<file path="config.mk">
export PLATFORM = sky130hd
export DESIGN_NAME = scanline_event_sched
export DESIGN_NICKNAME = d
export VERILOG_FILES = /design/src/rtl/sched_pkg.sv /design/src/rtl/sched_phase.sv /design/src/rtl/sched_once.sv /design/src/rtl/sched_refresh.sv /design/src/rtl/scanline_event_sched.sv
export SDC_FILE = /design/constraint.sdc
export NUM_CORES = 1
export LEC_CHECK = 0
export ABC_AREA = 1
export BUFFER_PORTS_ARGS = -buffer_cell sky130_fd_sc_hd__buf_2
export CAP_MARGIN = 20
export CORE_ASPECT_RATIO = 2
export CORE_MARGIN = 5
export CORE_UTILIZATION = 58
export CTS_CLUSTER_SIZE = 16
export DETAILED_ROUTE_END_ITERATION = 10
export PLACE_DENSITY_LB_ADDON = 0.08
export SKIP_LAST_GASP = 1
export SYNTH_ARGS = -nofsm -noshare
export SYNTH_HDL_FRONTEND = slang
export SYNTH_SLANG_ARGS = --single-unit
</file>
<file path="constraint.sdc">
create_clock -name clk_i -period 2.5 [get_ports clk_i]
set_input_delay 0.25 -clock clk_i [delete_from_list [all_inputs] [get_ports clk_i]]
set_output_delay 0.25 -clock clk_i [all_outputs]
set_load 0.05 [all_outputs]
</file>
<file path="src/rtl/sched_pkg.sv">
package sched_pkg;

    typedef enum logic {
        HDMA_SETUP = 1'b0,
        HDMA_RUN   = 1'b1
    } hdma_mode_e;

    typedef struct packed {
        logic       req;
        hdma_mode_e mode;
    } hdma_evt_t;

    // trigger slice indices
    parameter int TRG_REF = 0;
    parameter int TRG_SET = 1;
    parameter int TRG_RUN = 2;
    parameter int NUM_TRG = 3;

    // refresh start: grid-corrected on revision 2, fixed on revision 1
    function automatic int refresh_start(input logic rev2, input int phase,
                                         input int base, input int grid,
                                         input int fixed_pos);
        return rev2 ? (base + grid - phase) : fixed_pos;
    endfunction

    // setup start: the phase correction runs in opposite directions per revision
    function automatic int setup_start(input logic rev2, input int phase,
                                       input int base, input int grid);
        return rev2 ? (base + phase) : (base + grid - phase);
    endfunction

endpackage

</file>
<file path="src/rtl/sched_phase.sv">
module sched_phase #(
    parameter int GRID = 8,
    parameter int STEP = 2
) (
    input  logic                    clk_i,
    input  logic                    rst_i,
    input  logic                    step_i,
    output logic [$clog2(GRID)-1:0] phase_o
);
    localparam int PH_W = $clog2(GRID);

    logic [PH_W-1:0] phase_q;
    logic [PH_W:0]   sum_w;

    assign sum_w = {1'b0, phase_q} + (PH_W+1)'(STEP);

    always_ff @(posedge clk_i) begin
        if (rst_i) begin
            phase_q <= '0;
        end else if (step_i) begin
            if (sum_w >= (PH_W+1)'(GRID)) begin
                phase_q <= PH_W'(sum_w - (PH_W+1)'(GRID));
            end else begin
                phase_q <= PH_W'(sum_w);
            end
        end
    end

    assign phase_o = phase_q;

    AST_PHASE_ON_STEP_GRID: assert property (@(posedge clk_i) disable iff (rst_i)
        (phase_q % PH_W'(STEP)) == '0);

    AST_PHASE_HOLD_IDLE: assert property (@(posedge clk_i) disable iff (rst_i)
        !step_i |=> $stable(phase_q));

endmodule

</file>
<file path="src/rtl/sched_once.sv">
module sched_once #(
    parameter int HCNT_W = 11
) (
    input  logic              clk_i,
    input  logic              rst_i,
    input  logic              step_i,
    input  logic              reload_i,
    input  logic [HCNT_W-1:0] pos_i,
    input  logic [HCNT_W-1:0] hcount_i,
    output logic              fire_o
);
    logic [HCNT_W-1:0] pos_q;
    logic              done_q;

    always_ff @(posedge clk_i) begin
        if (rst_i) begin
            pos_q  <= '0;
            done_q <= 1'b1;
        end else if (reload_i) begin
            pos_q  <= pos_i;
            done_q <= 1'b0;
        end else if (fire_o) begin
            done_q <= 1'b1;
        end
    end

    always_comb begin
        fire_o = step_i && !reload_i && !done_q && (hcount_i >= pos_q);
    end

    AST_FIRE_ONCE: assert property (@(posedge clk_i) disable iff (rst_i)
        fire_o |=> done_q);

    AST_FIRE_NEEDS_STEP: assert property (@(posedge clk_i) disable iff (rst_i)
        fire_o |-> step_i);

endmodule

</file>
<file path="src/rtl/sched_refresh.sv">
module sched_refresh #(
    parameter int REF_STEPS   = 20,
    parameter int GROUP_STEPS = 4
) (
    input  logic clk_i,
    input  logic rst_i,
    input  logic step_i,
    input  logic start_i,
    output logic stall_o,
    output logic alu_o
);
    localparam int IDX_W = $clog2(REF_STEPS + 1);

    logic             active_q;
    logic [IDX_W-1:0] idx_q;
    logic [IDX_W-1:0] idx_inc;
    logic             alu_q;

    assign idx_inc = idx_q + IDX_W'(1);

    always_ff @(posedge clk_i) begin
        if (rst_i) begin
            active_q <= 1'b0;
            idx_q    <= '0;
            alu_q    <= 1'b0;
        end else begin
            alu_q <= 1'b0;
            if (start_i) begin
                active_q <= 1'b1;
                idx_q    <= IDX_W'(1);
            end else if (active_q && step_i) begin
                if (idx_q == IDX_W'(REF_STEPS)) begin
                    active_q <= 1'b0;
                    idx_q    <= '0;
                end else begin
                    idx_q <= idx_inc;
                    alu_q <= (idx_inc % IDX_W'(GROUP_STEPS)) == '0;
                end
            end
        end
    end

    assign stall_o = active_q;
    assign alu_o   = alu_q;

    AST_WINDOW_BOUND: assert property (@(posedge clk_i) disable iff (rst_i)
        active_q |-> (idx_q != '0 && idx_q <= IDX_W'(REF_STEPS)));

    AST_ALU_IN_STALL: assert property (@(posedge clk_i) disable iff (rst_i)
        alu_q |-> active_q);

    AST_NO_RESTART: assert property (@(posedge clk_i) disable iff (rst_i)
        start_i |-> !active_q);

endmodule

</file>
<file path="src/rtl/scanline_event_sched.sv">
module scanline_event_sched
    import sched_pkg::*;
#(
    parameter int HCNT_W     = 11,
    parameter int VCNT_W     = 9,
    parameter int DMA_GRID   = 8,
    parameter int STEP_CLKS  = 2,
    parameter int REF_BASE   = 530,
    parameter int REF_FIXED  = 546,
    parameter int SETUP_BASE = 12,
    parameter int RUN_POS    = 1104,
    parameter int REF_CLKS   = 40,
    parameter int GROUP_CLKS = 8
) (
    input  logic              clk_i,
    input  logic              rst_i,
    input  logic              step_i,
    input  logic [HCNT_W-1:0] hcount_i,
    input  logic [VCNT_W-1:0] vcount_i,
    input  logic [VCNT_W-1:0] vis_lines_i,
    input  logic              rev2_i,
    input  logic              hdma_any_en_i,
    input  logic              hdma_any_act_i,
    output logic              stall_o,
    output logic              alu_step_o,
    output logic              poll_o,
    output logic              hdma_req_o,
    output logic              hdma_mode_o
);
    localparam int PH_W        = $clog2(DMA_GRID);
    localparam int REF_STEPS   = REF_CLKS / STEP_CLKS;
    localparam int GROUP_STEPS = GROUP_CLKS / STEP_CLKS;

    logic [PH_W-1:0]    phase_w;
    logic               line_start;
    logic [NUM_TRG-1:0] reload_w;
    logic [NUM_TRG-1:0] fire_w;
    logic [HCNT_W-1:0]  pos_w [NUM_TRG];
    hdma_evt_t          evt_q;
    logic               poll_q;

    sched_phase #(.GRID(DMA_GRID), .STEP(STEP_CLKS)) u_phase (
        .clk_i   (clk_i),
        .rst_i   (rst_i),
        .step_i  (step_i),
        .phase_o (phase_w)
    );

    assign line_start = step_i && (hcount_i == '0);

    always_comb begin
        reload_w[TRG_REF] = line_start;
        reload_w[TRG_SET] = line_start && (vcount_i == '0);
        reload_w[TRG_RUN] = line_start && (vcount_i < vis_lines_i);
        pos_w[TRG_REF] = HCNT_W'(refresh_start(rev2_i, int'(phase_w), REF_BASE,
                                               DMA_GRID, REF_FIXED));
        pos_w[TRG_SET] = HCNT_W'(setup_start(rev2_i, int'(phase_w), SETUP_BASE,
                                             DMA_GRID));
        pos_w[TRG_RUN] = HCNT_W'(RUN_POS);
    end

    for (genvar g = 0; g < NUM_TRG; g++) begin : g_trg
        sched_once #(.HCNT_W(HCNT_W)) u_once (
            .clk_i    (clk_i),
            .rst_i    (rst_i),
            .step_i   (step_i),
            .reload_i (reload_w[g]),
            .pos_i    (pos_w[g]),
            .hcount_i (hcount_i),
            .fire_o   (fire_w[g])
        );
    end

    sched_refresh #(.REF_STEPS(REF_STEPS), .GROUP_STEPS(GROUP_STEPS)) u_refresh (
        .clk_i   (clk_i),
        .rst_i   (rst_i),
        .step_i  (step_i),
        .start_i (fire_w[TRG_REF]),
        .stall_o (stall_o),
        .alu_o   (alu_step_o)
    );

    always_ff @(posedge clk_i) begin
        if (rst_i) begin
            evt_q  <= '{req: 1'b0, mode: HDMA_SETUP};
            poll_q <= 1'b0;
        end else begin
            poll_q    <= step_i && hcount_i[1];
            evt_q.req <= (fire_w[TRG_SET] && hdma_any_en_i)
                      || (fire_w[TRG_RUN] && hdma_any_act_i);
            if (fire_w[TRG_RUN] && hdma_any_act_i) begin
                evt_q.mode <= HDMA_RUN;
            end else if (fire_w[TRG_SET] && hdma_any_en_i) begin
                evt_q.mode <= HDMA_SETUP;
            end
        end
    end

    assign poll_o      = poll_q;
    assign hdma_req_o  = evt_q.req;
    assign hdma_mode_o = evt_q.mode;

    AST_POLL_NEEDS_STEP: assert property (@(posedge clk_i) disable iff (rst_i)
        poll_o |-> $past(step_i));

    AST_RUN_AFTER_POS: assert property (@(posedge clk_i) disable iff (rst_i)
        (hdma_req_o && hdma_mode_o) |-> ($past(hcount_i) >= HCNT_W'(RUN_POS)));

    AST_SETUP_ON_LINE0: assert property (@(posedge clk_i) disable iff (rst_i)
        (hdma_req_o && !hdma_mode_o) |-> ($past(vcount_i) == '0));

    AST_REQ_SINGLE: assert property (@(posedge clk_i) disable iff (rst_i)
        hdma_req_o |=> !hdma_req_o);

endmodule

</file>
==> impl_table.tex, run 1 <==
\begin{tabular}{lr}
\hline
Metric & Value \\
\hline
\multicolumn{2}{l}{\textbf{Outcome}} \\
\quad Outcome & complete, no violations \\
\multicolumn{2}{l}{\textbf{Clock tree}} \\
\quad CTS H-Tree Depth & 1 \\
\quad CTS root buf & clkbuf\_8 \\
\quad Clock tree from TritonCTS & built \\
\quad Post-CTS Hold Fix Bufs & 0 \\
\quad Number of gates resized after CTS & 0 \\
\quad Number of clock sinks & 26 \\
\quad Latest clock arrival within the worst-skew pair & approximately 0.26 ns \\
\quad Count of buffers added by post-CTS timing repair for setup & 0 \\
\quad Number of buffers between clock root and the deepest sink & 2 \\
\quad Number of CTS-inserted buffers & 3 \\
\quad Clock transition time at the flip-flop clock pins of the worst setup and hold paths & roughly 0.08 ns \\
\multicolumn{2}{l}{\textbf{Setup path}} \\
\quad Buffering stage count on the worst path with inverters included & 1 \\
\quad Worst reg2reg startpoint & g\_trg[0].u\_once.pos\_q[9]\$\_SDFFE\_PP0P\_ \\
\quad Slowest-stage cell, CP & dfxtp\_1 \\
\quad Worst-path cell chain & inv\_1 > ha\_1 > nand2\_1 > nor2\_1 > nand3\_1 > nand4\_1 > nand2\_2 > nand2\_2 > a21oi\_1 \\
\quad Slack of the worst reg-to-reg path & roughly 1.0 ns \\
\quad Crit-path max cell delay & 0.31 ns \\
\quad Crit start category & register \\
\quad Required time of the critical path & between 2 and 3 ns \\
\quad Cell mode on critical path & nand2\_2 \\
\quad Source of the critical timing path & g\_trg[0].u\_once.pos\_q[9]\$\_SDFFE\_PP0P\_ \\
\quad CP Capture Type & register \\
\quad Maximum fanout encountered on the critical timing path & 5 \\
\quad Worst Path Class, Setup & reg2reg \\
\quad Crit path DAT & between 1.5 and 2 ns \\
\quad Cell family with most CP delay & simple AND/OR/NAND/NOR gates \\
\multicolumn{2}{l}{\textbf{Yosys}} \\
\quad Cell taking the most area after synthesis & dfxtp\_1 \\
\quad Share of the yosys chip area belonging to registers & 28.7\% \\
\quad Fraction of synthesis flops using an asynchronous set or reset pin & 0\% \\
\quad Average cell area after synthesis & approximately 7 um2 \\
\quad Distinct cells, synth & 27 \\
\quad Top-area cell type share of the netlist area & between 20 and 30\% \\
\quad Most used flip-flop cell after synthesis & dfxtp\_1 \\
\quad Cell Area, Synth & around 1800 um2 \\
\quad Warning count from the yosys run & 0 \\
\quad Most repeated cell in the gate-level netlist after synthesis & nand2\_1 \\
\quad Most numerous cell types in the synthesized netlist & nand2\_1 (44), inv\_1 (43), nor2\_1 (31) \\
\quad Number of register bits inferred by synthesis & 26 \\
\quad Post-Syn Nets & 319 \\
\quad Post-Syn Instances & 260 \\
\quad Number of enable-type register cells in the synthesized netlist & 0 \\
\quad Top area cells in the synthesized netlist & dfxtp\_1 (29\%), ha\_1 (17\%), nand2\_1 (9.1\%), inv\_1 (8.9\%), nor2\_1 (6.4\%) \\
\multicolumn{2}{l}{\textbf{Global routing}} \\
\quad Initial antenna violation count & 0 \\
\quad Remaining global-route overflow & 0 \\
\quad Wire length of the first global-routing pass & 6920 um \\
\quad Total routing resource utilization after global routing & 19.5\% \\
\quad Vias in the first global route & about 1700 \\
\quad Largest net degree at the start of global routing & 15 \\
\multicolumn{2}{l}{\textbf{Placement}} \\
\quad Placement-stage worst setup slack & around 0.97 ns \\
\quad RePlAce Congestion & around 0.8 \\
\quad Detailed placer's ending HPWL & approximately 3500 um \\
\quad Port Buffers & 39 \\
\quad Number of instances in the placed design & 328 \\
\multicolumn{2}{l}{\textbf{Min path}} \\
\quad Launch instance of the worst min-delay path & hdma\_any\_en\_i \\
\quad Worst hold path class & in2reg \\
\multicolumn{2}{l}{\textbf{Pwr}} \\
\quad Switching share of total power & 25.5\% \\
\quad Switching power & roughly 210 uW \\
\quad Pwr/cell area & 394 nW/um2 \\
\quad Worst IR Drop VDD & 350 uV \\
\quad Clk network pwr share & between 30\% and 40\% \\
\quad Internal power summed over all cells & 616 uW \\
\quad Reg power frac & about 50\% \\
\quad Combinational fraction of design power & approximately 17\% \\
\quad Leak & $\sim$1.1 nW \\
\multicolumn{2}{l}{\textbf{STA}} \\
\quad Setup repair after global routing missed its margin & false \\
\quad Slew at the pin closest to its max-slew limit & 0.283 ns \\
\quad Max-slew violations & 0 \\
\quad Top achievable clock speed & roughly 670 MHz \\
\quad Period utilization & 59.9\% \\
\quad Final critical-path setup slack & approximately 1 ns \\
\quad Hold violation total from the final report & 0 \\
\quad Number of failing setup endpoints in the final timing report & 0 \\
\quad TNS Setup & 0 ns \\
\quad Post-layout minimum cycle time & 1.50 ns \\
\quad Fin Hold WS & 0.268 ns \\
\quad Slew margin rel. & 81.0\% \\
\quad Clock skew & between 0.002 and 0.0025 ns \\
\multicolumn{2}{l}{\textbf{Drt}} \\
\quad Drc violations & 0 \\
\quad Wire length per cell after detailed routing & between 10 and 15 um \\
\quad DRT Wirelength & 3980 um \\
\quad Average vias per placed instance & between 5 and 6 \\
\quad Routed via count & between 1500 and 2000 \\
\quad Count of nets left with antenna violations after detail routing & 0 \\
\quad Initial drt markers & 28 \\
\quad Router iterations before antenna repair & 4 \\
\multicolumn{2}{l}{\textbf{Die}} \\
\quad Horiz. Die Dim & between 40 and 50 um \\
\quad Overall die height & between 80 and 90 um \\
\quad Placement Rows & 28 \\
\quad Die area & 4410 um2 \\
\quad Std-Cell Core Area & between 2000 and 3000 um2 \\
\quad Number of placed I/O pins & 40 \\
\quad Initial core utilization & approximately 61\% \\
\multicolumn{2}{l}{\textbf{Final layout}} \\
\quad Final Non-Filler Cells & around 330 \\
\quad Net count of the finished layout & approximately 360 \\
\quad Util after Layout & a little over two thirds \\
\quad Proportion of layout cells with a drive suffix above 1 & approximately a fifth \\
\quad Antenna diode instance count & 0 \\
\quad Filler cell count in the final layout & about 290 \\
\quad Layout Area Growth over Synthesis & 15.7\% \\
\multicolumn{2}{l}{\textbf{Flow run}} \\
\quad Max-cap violation count & 0 \\
\hline
\end{tabular}
state kept, by name, summed over array words and instances (netlist names):
register	flops
g_trg.u_once.pos_q	11
g_trg.u_once.done_q	3
hdma_mode_o	1
u_refresh.stall_o	1
u_refresh.idx_q	5
poll_o	1
hdma_req_o	1
u_refresh.alu_o	1
u_phase.phase_o	2
worst min-delay path, stage by stage:
cell	delay, ns
buf_2	0.10
nand3_2	0.07
a21oi_1	0.06
final cells by class:
type                    instances  area [um2]  area share [%]
clock buffers                   4        55.1            2.62
inverters                      46         173            8.23
multi-input cells             187        1120            53.2
flip-flops and latches         26         520            24.8
well taps                      30        37.5            1.79
repair buffers                 39         195            9.30
worst paths after layout:
| check | end | cells after the start |
|---|---|---|
| max | u_refresh.idx_q[4]$_SDFFE_PP0P_ | 9 |
| min | hdma_req_o$_SDFF_PP0_ | 3 |
| max reg2reg | u_refresh.idx_q[4]$_SDFFE_PP0P_ | 9 |
| min reg2reg | g_trg[0].u_once.pos_q[4]$_SDFFE_PP0P_ | 2 |
cells in the final DEF, fill, tap and decap left out:
cell	Yosys	routed
or2_0	1	1
nand3b_1	3	3
o21bai_1	2	2
nand2_4	1	1
a21o_1	1	1
o211ai_1	1	1
xnor2_1	2	2
nor3_1	4	4
inv_2	2	2
clkinv_1	1	1
dfxtp_1	26	26
buf_2	0	39
ha_1	24	24
nor2_2	7	7
xor2_1	2	2
nand2_2	4	4
inv_1	43	43
a211oi_1	1	1
nor2_1	31	31
nand3_2	2	2
a21oi_1	22	22
a21oi_2	2	2
nor2_8	1	1
clkbuf_8	0	4
nand2_1	44	44
nand4_1	5	5
o21ai_0	9	9
nand3_1	18	18
metal layers:
| metal | vias up | track usage, % | wire length (um) |
|---|---|---|---|
| met5 | - | 0 | 0 |
| met4 | 0 | 8.83 | 108 |
| met3 | 8 | 2.17 | 167 |
| met2 | 34 | 41.1 | 2320 |
| met1 | 784 | 17.3 | 1380 |
| li1 | 919 | - | - |
cells by family after synthesis:
| logic type | Yosys count | share of synthesized area (%) |
|---|---|---|
| flops | 26 | 28.7 |
| buf+inv | 47 | 9.72 |
| xor+xnor | 4 | 1.93 |
| simple gates | 121 | 31.5 |
| fa+ha+maj | 24 | 16.6 |
| compound gates | 38 | 11.6 |
per-stage QoR:
stage	cell area, um2	total power [mW]
floorplan	1810	0.513
global placement	2040	0.571
detailed placement	2040	0.574
CTS	2100	0.833
global route	2100	0.875
finish	2100	0.827
power groups by stage:
stage / Combinational, mW / Sequential [mW] / Clock [mW]
2_1_floorplan: 0.0809 / 0.433 / 0
3_3_place_gp: 0.140 / 0.431 / 0
3_5_place_dp: 0.143 / 0.431 / 0
4_1_cts: 0.144 / 0.422 / 0.268
5_1_grt: 0.165 / 0.422 / 0.287
6_report: 0.141 / 0.422 / 0.265
Power figures use the tool's default switching activity.
==> inputs of run 2 (changes only) <==
CORE_UTILIZATION = 54   (was 58)
clock period = 1.5 ns   (was 2.5 ns; I/O delays follow)
==> impl_table.tex, run 2 (synthesis gave the netlist of run 1 again) <==
\begin{tabular}{lr}
\hline
Metric & Value \\
\hline
\multicolumn{2}{l}{\textbf{Outcome}} \\
\quad Outcome & complete, no violations \\
\multicolumn{2}{l}{\textbf{Die}} \\
\quad Placement Rows & 29 \\
\quad Die area & roughly 4700 um2 \\
\quad Std-Cell Core Area & between 3000 and 4000 um2 \\
\quad Number of placed I/O pins & 40 \\
\quad Overall die height & approximately 92 um \\
\quad Horiz. Die Dim & a little over 50 um \\
\quad Initial core utilization & a little under three fifths \\
\multicolumn{2}{l}{\textbf{Global routing}} \\
\quad Met2 track utilization from global routing & between 30\% and 40\% \\
\quad Initial antenna violation count & 0 \\
\quad Most crowded layer after global routing & met2 \\
\quad Largest net degree at the start of global routing & 15 \\
\quad Remaining global-route overflow & 0 \\
\quad Total routing resource utilization after global routing & between 10\% and 20\% \\
\quad Met1 routing resource usage after global routing & about a fifth \\
\quad GR met3 Demand/Resource & under 10\% \\
\quad Vias in the first global route & 1750 \\
\quad Wire length of the first global-routing pass & between 7000 and 8000 um \\
\multicolumn{2}{l}{\textbf{Placement}} \\
\quad RePlAce Congestion & approximately 0.83 \\
\quad Placement-stage worst setup slack & 0.0143 ns \\
\quad Detailed placer's ending HPWL & roughly 3600 um \\
\quad Port Buffers & 39 \\
\multicolumn{2}{l}{\textbf{Clock tree}} \\
\quad Clock tree from TritonCTS & built \\
\quad Number of buffers between clock root and the deepest sink & 2 \\
\quad Number of clock sinks & 26 \\
\quad CTS root buf & clkbuf\_8 \\
\quad Clock transition time at the flip-flop clock pins of the worst setup and hold paths & 0.09 ns \\
\quad CTS H-Tree Depth & 1 \\
\quad Post-CTS Hold Fix Bufs & 0 \\
\quad Number of CTS-inserted buffers & 3 \\
\quad Latest clock arrival within the worst-skew pair & roughly 0.27 ns \\
\multicolumn{2}{l}{\textbf{Setup path}} \\
\quad CP Capture Type & register \\
\quad Maximum fanout encountered on the critical timing path & 5 \\
\quad Crit path DAT & between 1.5 and 2 ns \\
\quad Slack of the worst reg-to-reg path & 0.03 ns \\
\quad Crit start category & register \\
\quad Worst Path Class, Setup & reg2reg \\
\quad Required time of the critical path & approximately 1.7 ns \\
\multicolumn{2}{l}{\textbf{Final layout}} \\
\quad Biggest regs & g\_trg.u\_once.pos\_q: 11 flops, u\_refresh.idx\_q: 5 flops, g\_trg.u\_once.done\_q: 3 flops \\
\quad Net count of the finished layout & 367 \\
\quad Antenna diode instance count & 0 \\
\quad Most common cell after layout, fill and taps aside & nand2\_1 \\
\quad Layout Area Growth over Synthesis & 25.2\% \\
\quad Register ranked first by flip-flop count & g\_trg.u\_once.pos\_q \\
\quad Proportion of layout cells with a drive suffix above 1 & about a third \\
\quad Flip-flop count of the largest register after layout & 11 \\
\quad Commonest cells after routing, fill and taps aside & nand2\_1 (41), buf\_2 (39), inv\_1 (38) \\
\multicolumn{2}{l}{\textbf{STA}} \\
\quad Slew margin rel. & between 70\% and 80\% \\
\quad Fin Hold WS & 0.154 ns \\
\quad Final critical-path setup slack & 0.0299 ns \\
\quad Max-slew violations & 0 \\
\quad Hold violation total from the final report & 0 \\
\quad Top achievable clock speed & a little under 700 MHz \\
\quad Setup repair after global routing missed its margin & true \\
\quad Number of failing setup endpoints in the final timing report & 0 \\
\quad Post-layout minimum cycle time & about 1.5 ns \\
\quad Clock skew & 0.00697 ns \\
\quad Period utilization & a little over nine tenths \\
\quad Slew at the pin closest to its max-slew limit & 0.352 ns \\
\multicolumn{2}{l}{\textbf{Pwr}} \\
\quad Pwr/cell area & between 600 and 700 nW/um2 \\
\quad Leak & 1.11 nW \\
\quad Worst IR Drop VDD & approximately 450 uV \\
\multicolumn{2}{l}{\textbf{Flow run}} \\
\quad Max-cap violation count & 0 \\
\multicolumn{2}{l}{\textbf{Drt}} \\
\quad Drc violations & 0 \\
\quad Initial drt markers & 38 \\
\quad Router iterations before antenna repair & 4 \\
\quad Routed via count & approximately 1800 \\
\quad Average vias per placed instance & roughly 5.5 \\
\quad Wire length per cell after detailed routing & between 10 and 15 um \\
\quad Count of nets left with antenna violations after detail routing & 0 \\
\quad DRT Wirelength & 4510 um \\
\multicolumn{2}{l}{\textbf{Min path}} \\
\quad Worst hold path class & in2reg \\
\hline
\end{tabular}
-- run 2: worst max-delay path: stages (launching register included) --
cell and delay [ns]:
dfxtp_2 0.33, inv_2 0.04, ha_4 0.26, nand2_2 0.07, buf_4 0.14, nor2_2 0.07
nand3_1 0.08, nand4_1 0.09, nand2_2 0.12, nand2_4 0.12, a21oi_1 0.05
-- run 2: layout make-up --
type	instances	area (um2)
multi-input combinational	187	1250
inverter	46	173
clock buffer	4	55.1
fill	315	921
sequential	26	527
timing repair buffer	44	233
tap	31	38.8
-- run 2: where the power goes --
group	switching (mW)	leakage (nW)	total (mW)	internal (mW)
logic	0.156	0.868	0.271	0.115
clock network	0.217	0.0288	0.451	0.235
registers	0.00714	0.213	0.703	0.696
-- run 2: path summary, 6_finish.rpt --
check                                             start                                     to  cells past startpoint
setup / recovery  g_trg[0].u_once.pos_q[9]$_SDFFE_PP0P_        u_refresh.idx_q[4]$_SDFFE_PP0P_                     10
hold / removal                            hdma_any_en_i                  hdma_req_o$_SDFF_PP0_                      3
setup reg to reg  g_trg[0].u_once.pos_q[9]$_SDFFE_PP0P_        u_refresh.idx_q[4]$_SDFFE_PP0P_                     10
hold reg to reg   g_trg[0].u_once.pos_q[3]$_SDFFE_PP0P_  g_trg[0].u_once.pos_q[3]$_SDFFE_PP0P_                      2
-- run 2: metal layers --
metal,share of wire [%],wire length [um]
met3,3.5,158
met5,0,0
met1,34,1540
met4,3.0,137
met2,59,2670
-- run 2: timing repair --
item / 4_1_cts / 5_1_grt
pin swaps: 0 / 13
gates resized for setup: 0 / 32
setup endpoints to repair: 1 / 12
setup buffers: 0 / 1
-- run 2: through the flow --
| step | setup TNS (ns) | total power [mW] | util (%) | cell area (um2) | instances |
|---|---|---|---|---|---|
| 4_1_cts | -0.00634 | 1.40 | 66.7 | 2130 | 337 |
| 3_5_place_dp | 0 | 0.964 | 65.0 | 2070 | 333 |
| 2_1_floorplan | 0 | 0.856 | - | 1810 | 260 |
| 5_1_grt | -0.521 | 1.50 | 71.2 | 2270 | 338 |
| 3_3_place_gp | 0 | 0.959 | 65.0 | 2070 | 333 |
| 6_report | 0 | 1.43 | 71.2 | 2270 | 338 |
==> inputs of run 3 (changes only) <==
CORE_UTILIZATION = 58   (was 54)
SETUP_SLACK_MARGIN = 0.3   (was unset)
clock period = 1.8 ns   (was 1.5 ns; I/O delays follow)
==> impl_table.tex, run 3 (synthesis gave the netlist of run 1 again) <==
\begin{tabular}{lr}
\hline
Metric & Value \\
\hline
\multicolumn{2}{l}{\textbf{STA}} \\
\quad Top achievable clock speed & 649 MHz \\
\quad Number of failing setup endpoints in the final timing report & 0 \\
\quad Slew margin rel. & between 70\% and 80\% \\
\quad Setup repair after global routing missed its margin & true \\
\quad Clock skew & between 0.007 and 0.008 ns \\
\quad Post-layout minimum cycle time & roughly 1.5 ns \\
\quad Fin Hold WS & $\sim$0.18 ns \\
\quad Period utilization & a little under nine tenths \\
\quad Slew at the pin closest to its max-slew limit & about 0.31 ns \\
\quad Hold violation total from the final report & 0 \\
\quad TNS Setup & 0 ns \\
\quad Max-slew violations & 0 \\
\multicolumn{2}{l}{\textbf{Pwr}} \\
\quad Leak & 1.10 nW \\
\quad Pwr/cell area & about 570 nW/um2 \\
\quad Worst IR Drop VDD & 573 uV \\
\multicolumn{2}{l}{\textbf{Clock tree}} \\
\quad CTS root buf & clkbuf\_8 \\
\quad CTS H-Tree Depth & 1 \\
\quad Clock tree from TritonCTS & built \\
\quad Number of buffers between clock root and the deepest sink & 2 \\
\quad Number of CTS-inserted buffers & 3 \\
\quad Post-CTS Hold Fix Bufs & 0 \\
\quad Clock transition time at the flip-flop clock pins of the worst setup and hold paths & around 0.090 ns \\
\quad Number of clock sinks & 26 \\
\quad Latest clock arrival within the worst-skew pair & approximately 0.28 ns \\
\multicolumn{2}{l}{\textbf{Final layout}} \\
\quad Proportion of layout cells with a drive suffix above 1 & between 20 and 30\% \\
\quad Antenna diode instance count & 0 \\
\quad Layout Area Growth over Synthesis & 24.6\% \\
\quad Flip-flop count of the largest register after layout & 11 \\
\quad Post-route standard cell area excluding fillers & 2260 um2 \\
\quad Final Non-Filler Cells & approximately 330 \\
\quad Biggest regs & g\_trg.u\_once.pos\_q: 11 flops, u\_refresh.idx\_q: 5 flops, g\_trg.u\_once.done\_q: 3 flops \\
\quad Util after Layout & around three quarters \\
\quad Most common cell after layout, fill and taps aside & nand2\_1 \\
\quad Register ranked first by flip-flop count & g\_trg.u\_once.pos\_q \\
\quad Net count of the finished layout & 364 \\
\quad Commonest cells after routing, fill and taps aside & nand2\_1 (41), inv\_1 (39), buf\_2 (39) \\
\multicolumn{2}{l}{\textbf{Die}} \\
\quad Die area & $\sim$4400 um2 \\
\quad Horiz. Die Dim & between 40 and 50 um \\
\quad Placement Rows & 28 \\
\quad Overall die height & 89.1 um \\
\quad Std-Cell Core Area & about 3000 um2 \\
\quad Number of placed I/O pins & 40 \\
\quad Initial core utilization & roughly 61\% \\
\multicolumn{2}{l}{\textbf{Global routing}} \\
\quad Total routing resource utilization after global routing & 20.0\% \\
\quad Initial antenna violation count & 0 \\
\quad Vias in the first global route & 1803 \\
\quad Remaining global-route overflow & 0 \\
\quad Largest net degree at the start of global routing & 16 \\
\quad Wire length of the first global-routing pass & 7000 um \\
\multicolumn{2}{l}{\textbf{Drt}} \\
\quad Drc violations & 0 \\
\quad DRT Wirelength & between 4000 and 5000 um \\
\quad Count of nets left with antenna violations after detail routing & 0 \\
\quad Routed via count & roughly 1800 \\
\quad Router iterations before antenna repair & 4 \\
\quad Initial drt markers & 24 \\
\quad Average vias per placed instance & $\sim$5.3 \\
\quad Wire length per cell after detailed routing & roughly 13 um \\
\multicolumn{2}{l}{\textbf{Placement}} \\
\quad Detailed placer's ending HPWL & about 3400 um \\
\quad Port Buffers & 39 \\
\quad Standard cell area after detailed placement & slightly above 2000 um2 \\
\quad RePlAce Congestion & roughly 0.8 \\
\quad Number of instances in the placed design & $\sim$330 \\
\multicolumn{2}{l}{\textbf{Setup path}} \\
\quad Maximum fanout encountered on the critical timing path & 4 \\
\quad Crit path DAT & around 1.8 ns \\
\quad CP Capture Type & register \\
\quad Crit start category & register \\
\quad Required time of the critical path & roughly 2.0 ns \\
\quad Worst Path Class, Setup & reg2reg \\
\multicolumn{2}{l}{\textbf{Outcome}} \\
\quad Outcome & complete, no violations \\
\multicolumn{2}{l}{\textbf{Flow run}} \\
\quad Max-cap violation count & 0 \\
\multicolumn{2}{l}{\textbf{Min path}} \\
\quad Worst hold path class & in2reg \\
\hline
\end{tabular}
-- run 3: metrics by stage --
step	setup WS (ns)	power, mW
6_report	0.259	1.29
5_1_grt	0.166	1.35
4_1_cts	0.318	1.28
3_5_place_dp	0.320	0.800
3_3_place_gp	0.347	0.796
2_1_floorplan	0.495	0.713
-- run 3: repair_timing --
item,in CTS,in global routing
setup endpoints to repair,0,11
gates resized for setup,0,31
buffers inserted,0,1
-- run 3: final timing paths --
check	start	end	slack, ns	depth (start not counted)
max reg2reg	g_trg[0].u_once.pos_q[5]$_SDFFE_PP0P_	u_refresh.stall_o$_SDFFE_PP0P_	0.26	9
min reg2reg	g_trg[0].u_once.pos_q[4]$_SDFFE_PP0P_	g_trg[0].u_once.pos_q[4]$_SDFFE_PP0P_	0.47	2
min	hdma_any_en_i	hdma_req_o$_SDFF_PP0_	0.18	3
max	g_trg[0].u_once.pos_q[5]$_SDFFE_PP0P_	u_refresh.stall_o$_SDFFE_PP0P_	0.26	9
-- run 3: cell type report --
class / count / area [um2]
clock buffers: 3 / 41.3
inverters: 46 / 173
repair buffers: 41 / 214
multi-input cells: 187 / 1240
well taps: 30 / 37.5
flip-flops and latches: 26 / 526
fillers: 245 / 717
clock inverters: 1 / 30.0
-- run 3: per-layer routing --
layer	part of all wire (%)	global-route usage, %	wire, um
met4	3.2	10.3	136
met3	3.7	2.17	156
met2	58	41.8	2480
met5	0	0	0
met1	35	17.5	1490
-- run 3: power breakdown --
part | leakage [nW] | switching [mW] | internal [mW]
registers | 0.212 | 0.00587 | 0.580
logic | 0.855 | 0.130 | 0.0931
clock network | 0.0357 | 0.184 | 0.298
total | 1.10 | 0.319 | 0.971
-- run 3: critical path, cell delays in order (launching register included) --
cell     delay, ns
dfxtp_1       0.31
inv_1         0.07
ha_4          0.28
nand2_2       0.08
nor2_1        0.13
nand3_1       0.14
nand4_1       0.13
nand2_2       0.10
buf_6         0.14
a21oi_1       0.10
